**src/rtl/uv_pad_pkg.sv**
```systemverilog
package uv_pad_pkg;

    localparam int unsigned PORT_W     = 8;
    localparam int unsigned SYNC_DEPTH = 2;

    typedef logic [PORT_W-1:0] pin_vec_t;

    typedef enum logic {
        GATE_OPEN = 1'b0,
        GATE_SHUT = 1'b1
    } gate_e;

    typedef struct packed {
        pin_vec_t dir;
        pin_vec_t dout;
        pin_vec_t pull_en;
        pin_vec_t pull_up;
    } port_cfg_t;

    typedef struct packed {
        pin_vec_t oe;
        pin_vec_t dout;
        pin_vec_t pu;
        pin_vec_t pd;
    } pad_ctrl_t;

    // Derive pad controls from the programmed settings; block forces all enables off.
    function automatic pad_ctrl_t shape_pads(port_cfg_t cfg, logic block);
        pad_ctrl_t c;
        pin_vec_t  keep;
        pin_vec_t  pull_ok;
        keep    = block ? '0 : '1;
        pull_ok = cfg.pull_en & ~cfg.dir & keep;
        c.oe    = cfg.dir & keep;
        c.dout  = cfg.dout;
        c.pu    = pull_ok & cfg.pull_up;
        c.pd    = pull_ok & ~cfg.pull_up;
        return c;
    endfunction

endpackage

```
**src/rtl/uv_pad_sync.sv**
```systemverilog
module uv_pad_sync #(
    parameter int unsigned WIDTH = 8,
    parameter int unsigned DEPTH = 2
) (
    input  logic             clk,
    input  logic             rst,
    input  logic [WIDTH-1:0] raw,
    output logic [WIDTH-1:0] synced
);

    localparam int unsigned LAST = DEPTH - 1;

    logic [WIDTH-1:0] stage_q [DEPTH];

    always_ff @(posedge clk) begin
        if (rst) begin
            for (int s = 0; s < DEPTH; s++) begin
                stage_q[s] <= '0;
            end
        end else begin
            stage_q[0] <= raw;
            for (int s = 1; s < DEPTH; s++) begin
                stage_q[s] <= stage_q[s-1];
            end
        end
    end

    assign synced = stage_q[LAST];

endmodule

```
**src/rtl/uv_in_hold.sv**
```systemverilog
module uv_in_hold #(
    parameter int unsigned WIDTH = 8
) (
    input  logic             clk,
    input  logic             rst,
    input  logic             freeze,
    input  logic [WIDTH-1:0] synced,
    output logic [WIDTH-1:0] held
);

    // One enable flop per pin, so the hold maps onto plain enable registers.
    for (genvar p = 0; p < WIDTH; p++) begin : g_pin
        logic bit_q;
        always_ff @(posedge clk) begin
            if (rst) begin
                bit_q <= 1'b0;
            end else if (!freeze) begin
                bit_q <= synced[p];
            end
        end
        assign held[p] = bit_q;
    end

endmodule

```
**src/rtl/uv_drive_gate.sv**
```systemverilog
module uv_drive_gate
    import uv_pad_pkg::*;
(
    input  logic      clk,
    input  logic      rst,
    input  logic      uv,
    input  port_cfg_t cfg,
    output pad_ctrl_t ctrl
);

    gate_e gate_q;
    logic  block;

    always_ff @(posedge clk) begin
        if (rst) begin
            gate_q <= GATE_OPEN;
        end else begin
            gate_q <= uv ? GATE_SHUT : GATE_OPEN;
        end
    end

    // Immediate shut on the live flag; release waits one edge.
    assign block = uv | (gate_q == GATE_SHUT);

    always_comb begin
        ctrl = shape_pads(cfg, block);
    end

endmodule

```
**src/rtl/uv_pad_guard.sv**
```systemverilog
module uv_pad_guard
    import uv_pad_pkg::*;
(
    input  logic              clk,
    input  logic              rst,
    input  logic              uv_flag,
    input  logic [PORT_W-1:0] cfg_dir,
    input  logic [PORT_W-1:0] cfg_dout,
    input  logic [PORT_W-1:0] cfg_pull_en,
    input  logic [PORT_W-1:0] cfg_pull_up,
    input  logic [PORT_W-1:0] pad_in,
    output logic [PORT_W-1:0] pad_oe,
    output logic [PORT_W-1:0] pad_out,
    output logic [PORT_W-1:0] pad_pu_en,
    output logic [PORT_W-1:0] pad_pd_en,
    output logic [PORT_W-1:0] in_val
);

    port_cfg_t cfg;
    pad_ctrl_t ctrl;
    pin_vec_t  pad_sync;

    assign cfg.dir     = cfg_dir;
    assign cfg.dout    = cfg_dout;
    assign cfg.pull_en = cfg_pull_en;
    assign cfg.pull_up = cfg_pull_up;

    uv_pad_sync #(
        .WIDTH (PORT_W),
        .DEPTH (SYNC_DEPTH)
    ) sync_i (
        .clk    (clk),
        .rst    (rst),
        .raw    (pad_in),
        .synced (pad_sync)
    );

    uv_in_hold #(
        .WIDTH (PORT_W)
    ) hold_i (
        .clk    (clk),
        .rst    (rst),
        .freeze (uv_flag),
        .synced (pad_sync),
        .held   (in_val)
    );

    uv_drive_gate gate_i (
        .clk  (clk),
        .rst  (rst),
        .uv   (uv_flag),
        .cfg  (cfg),
        .ctrl (ctrl)
    );

    assign pad_oe    = ctrl.oe;
    assign pad_out   = ctrl.dout;
    assign pad_pu_en = ctrl.pu;
    assign pad_pd_en = ctrl.pd;

endmodule

```
**config.mk**
```make
export PLATFORM = sky130hd
export DESIGN_NAME = uv_pad_guard
export DESIGN_NICKNAME = d
export VERILOG_FILES = /design/src/rtl/uv_pad_pkg.sv /design/src/rtl/uv_pad_sync.sv /design/src/rtl/uv_in_hold.sv /design/src/rtl/uv_drive_gate.sv /design/src/rtl/uv_pad_guard.sv
export SDC_FILE = /design/constraint.sdc
export NUM_CORES = 1
export LEC_CHECK = 0
export CELL_PAD_IN_SITES_DETAIL_PLACEMENT = 2
export CELL_PAD_IN_SITES_GLOBAL_PLACEMENT = 2
export CORE_ASPECT_RATIO = 1.75
export CORE_UTILIZATION = 20
export CTS_CLUSTER_SIZE = 8
export DETAILED_ROUTE_END_ITERATION = 7
export PLACE_DENSITY_LB_ADDON = 0.1
export SYNTH_ARGS = -nofsm -noshare
export SYNTH_HDL_FRONTEND = slang
export SYNTH_SLANG_ARGS = --single-unit
```
**constraint.sdc**
```tcl
create_clock -name clk -period 1.1 [get_ports clk]
set_input_delay 0.11 -clock clk [delete_from_list [all_inputs] [get_ports clk]]
set_output_delay 0.11 -clock clk [all_outputs]
set_load 0.005 [all_outputs]
```
==> results_dict.tcl, run 1 <==
set metrics [dict create \
    crit_family "buffers and inverters" \
    area_growth_pct 70.1 \
    final_max_slew_viol_count 0 \
    period_needed_ps 1570 \
    hold_slack_ps 220 \
    syn-num-nets 148 \
    slowest_stage "dfxtp_2" \
    cp.arrival_ps 1460 \
    syn-cell-area_sq_mm 0.00124 \
    powerDensity_mw_per_mm2 934 \
    cp_slowest_stage_delay_ps 340 \
    nNetsFinal 220 \
    grt_pass1_wl_mm 5.19 \
    cts_tree "done" \
    n_fill_cell 673 \
    ant_nets 0 \
    crit_top_cell "buf_6" \
    drtIter0Drc 6 \
    grt.total_usage_pct 10.8 \
    p_total_mw 1.96 \
    cp-start-kind "register" \
    clock_path_buffers 2 \
    synthCells 105 \
    finalSetupTns_ps -8850 \
    p_leak_nw 0.971 \
    drive_above_1_share_pct 44.3 \
    cts_root_buf "clkbuf_8" \
    setup_viol 24 \
    synth_area_leaders "dfxtp_1 40%, nor4b_4 15%, buf_4 9.7%" \
    synth.cells.most_frequent "25 x dfxtp_1, 16 x buf_4, 14 x nor2b_1" \
    setup_slack_ps -473 \
    grt_pass1_vias 1074 \
    crit_buf_inv 5 \
    violations "negative setup slack" \
    synth_edf_count 0 \
    antenna_found_initial 0 \
    synth_most_common_cell "dfxtp_1" \
    crit_chain "buf_6, nor2_4, clkbuf_16, buf_6, buf_6, and4b_2, buf_2" \
    critPathRequiredTime_ps 990 \
    hold_path_class "input port to output port" \
    endpoint_kind "output port" \
    finalCritPeriodShare_pct 143 \
    yosys_warnings 0 \
    firstDrtPassIters 2 \
    design_area_sq_mm 0.00210 \
    hpwl_mm 2.78 \
    avgSynthCellArea_sq_um 11.8 \
    die_h_microns 106 \
    drc 0 \
    worstSetupPathType "register to output port" \
    die_x_microns 61.4 \
    peakVddDrop_mv 0.698 \
    cts-htree-levels 1 \
    ios 83 \
    rsz0062_at_grt "yes" \
    max_freq_ghz 0.636 \
    async_reset_ff_share_pct 0 \
    core_area_sq_mm 0.00593 \
    skew_ps 1.36 \
    port_buffers 66 \
    dieArea_sq_mm 0.00651 \
    routedWlPerCell_microns 14.4 \
    synth.top_cell.area_share_pct 40.5 \
    path_clk_slew_ps 80 \
    gp_congestion 0.690 \
    relSlewSlack_pct 87.0 \
    hold_viol 0 \
    maxCapViolations 0 \
    clk-insertion-delay-late_ps 260 \
    std_cell_rows 37 \
    ys_ff_latch 25 \
    place_area_sq_mm 0.00191 \
    ys_types 16 \
    cts_made_buffers 3 \
    grt_max_degree 21 \
    status "finished with violations" \
    yosysTopAreaCell "dfxtp_1" \
    initial_core_util_pct 20.9 \
    viasPerCell 4.02 \
    tightest_slew_ps 195 \
    grt-ovfl-total 0 \
    postCtsHoldBufs 0 \
    cp_max_fo 5 \
    vias 1022 \
    diodes 0 \
    wirelength_mm 3.66 \
    ys_seq_area_share_pct 40.5 \
    cts.sinks 25 \
    ys.flop_type "dfxtp_1" \
]
==> final cells by class <==
cell class                 instances  area, sq um  area share, %
multi-input combinational         59          584           27.8
sequential                        25          508           24.2
timing repair buffer              88          868           41.3
tap                               78         97.6           4.64
clock buffer                       4         45.0           2.14
==> worst paths after layout <==
| path | from | end | slack, ps | cells after the start |
|---|---|---|---|---|
| max | gate_i.gate_q | pad_pu_en[4] | -470 | 7 |
| min | cfg_dout[6] | pad_out[6] | 220 | 0 |
| max reg2reg | hold_i.g_pin[6].bit_q | hold_i.g_pin[6].bit_q | 370 | 3 |
| min reg2reg | sync_i.stage_q[0][5] | sync_i.stage_q[1][5] | 440 | 1 |
==> metrics by stage <==
step	util (%)	setup slack [ps]	instances
5_1_grt	35.5	-544	254
4_1_cts	34.6	-554	251
6_report	35.5	-473	254
2_1_floorplan	-	92.0	105
3_5_place_dp	32.2	-769	235
3_3_place_gp	32.2	-753	235
==> cells by family after synthesis <==
kind of cell	synth area share (%)
AND/OR/NAND/NOR	39.9
flip-flops	40.5
buffers and inverters	13.2
multiplexers	6.48
==> state kept, by name, summed over array words and instances, names as in the netlist <==
name and flops:
sync_i.stage_q 16, hold_i.g_pin.bit_q 8, gate_i.gate_q 1
==> worst register-to-register path, delay by kind of cell (launching register included) <==
family / cells / cell delay [ps]
mux: 1 / 130
flops: 1 / 330
buf+inv: 1 / 120
simple gates: 1 / 50
==> repair_timing <==
| action | 4_1_cts | 5_1_grt |
|---|---|---|
| buffers inserted | 11 | 4 |
| pin swaps | 8 | 4 |
| gates resized for setup | 129 | 11 |
| endpoints found under the setup margin | 32 | 26 |
| gates cloned | 1 | 0 |
==> report_power, final <==
group          internal, mW  switching, mW  total (mW)
Clock                 0.258          0.266       0.524
Sequential            0.942         0.0110       0.953
Combinational         0.324          0.163       0.488
Total                  1.52          0.440        1.96
==> layout by cell type (no fill, tap or decap) <==
| master | n |
|---|---|
| clkdlybuf4s50_1 | 33 |
| buf_6 | 20 |
| dfxtp_1 | 19 |
| nor2b_1 | 14 |
| buf_2 | 13 |
| nor4b_4 | 8 |
| mux2i_1 | 8 |
| nor2_1 | 8 |
| dlygate4sd2_1 | 8 |
| buf_4 | 8 |
| and2_4 | 6 |
| and4b_2 | 6 |
| dfxtp_2 | 6 |
| buf_12 | 4 |
| and2b_1 | 3 |
| clkbuf_8 | 3 |
| and4b_1 | 2 |
| nor2_4 | 1 |
| and2_1 | 1 |
| or2_4 | 1 |
| and2_2 | 1 |
| clkbuf_1 | 1 |
| clkbuf_16 | 1 |
| dlymetal6s2s_1 | 1 |
==> routing by layer <==
layer | vias to the layer above | wire, microns | part of all wire (%) | global-route usage [%]
met4 | 0 | 29 | 0.79 | 4.29
met5 | - | 0 | 0 | 0
li1 | 476 | - | - | -
met2 | 60 | 1970 | 54 | 21.4
met3 | 2 | 450 | 12 | 2.92
met1 | 484 | 1210 | 33 | 9.32
Note: power is estimated with default switching activity, not from simulation.
==> run 2, diff against run 1 <==
- SLEW_MARGIN: default -> 40
- TNS_END_PERCENT: default -> 100
==> results of run 2 <==
Final layout, timing and power as in run 1 (identical DEF).
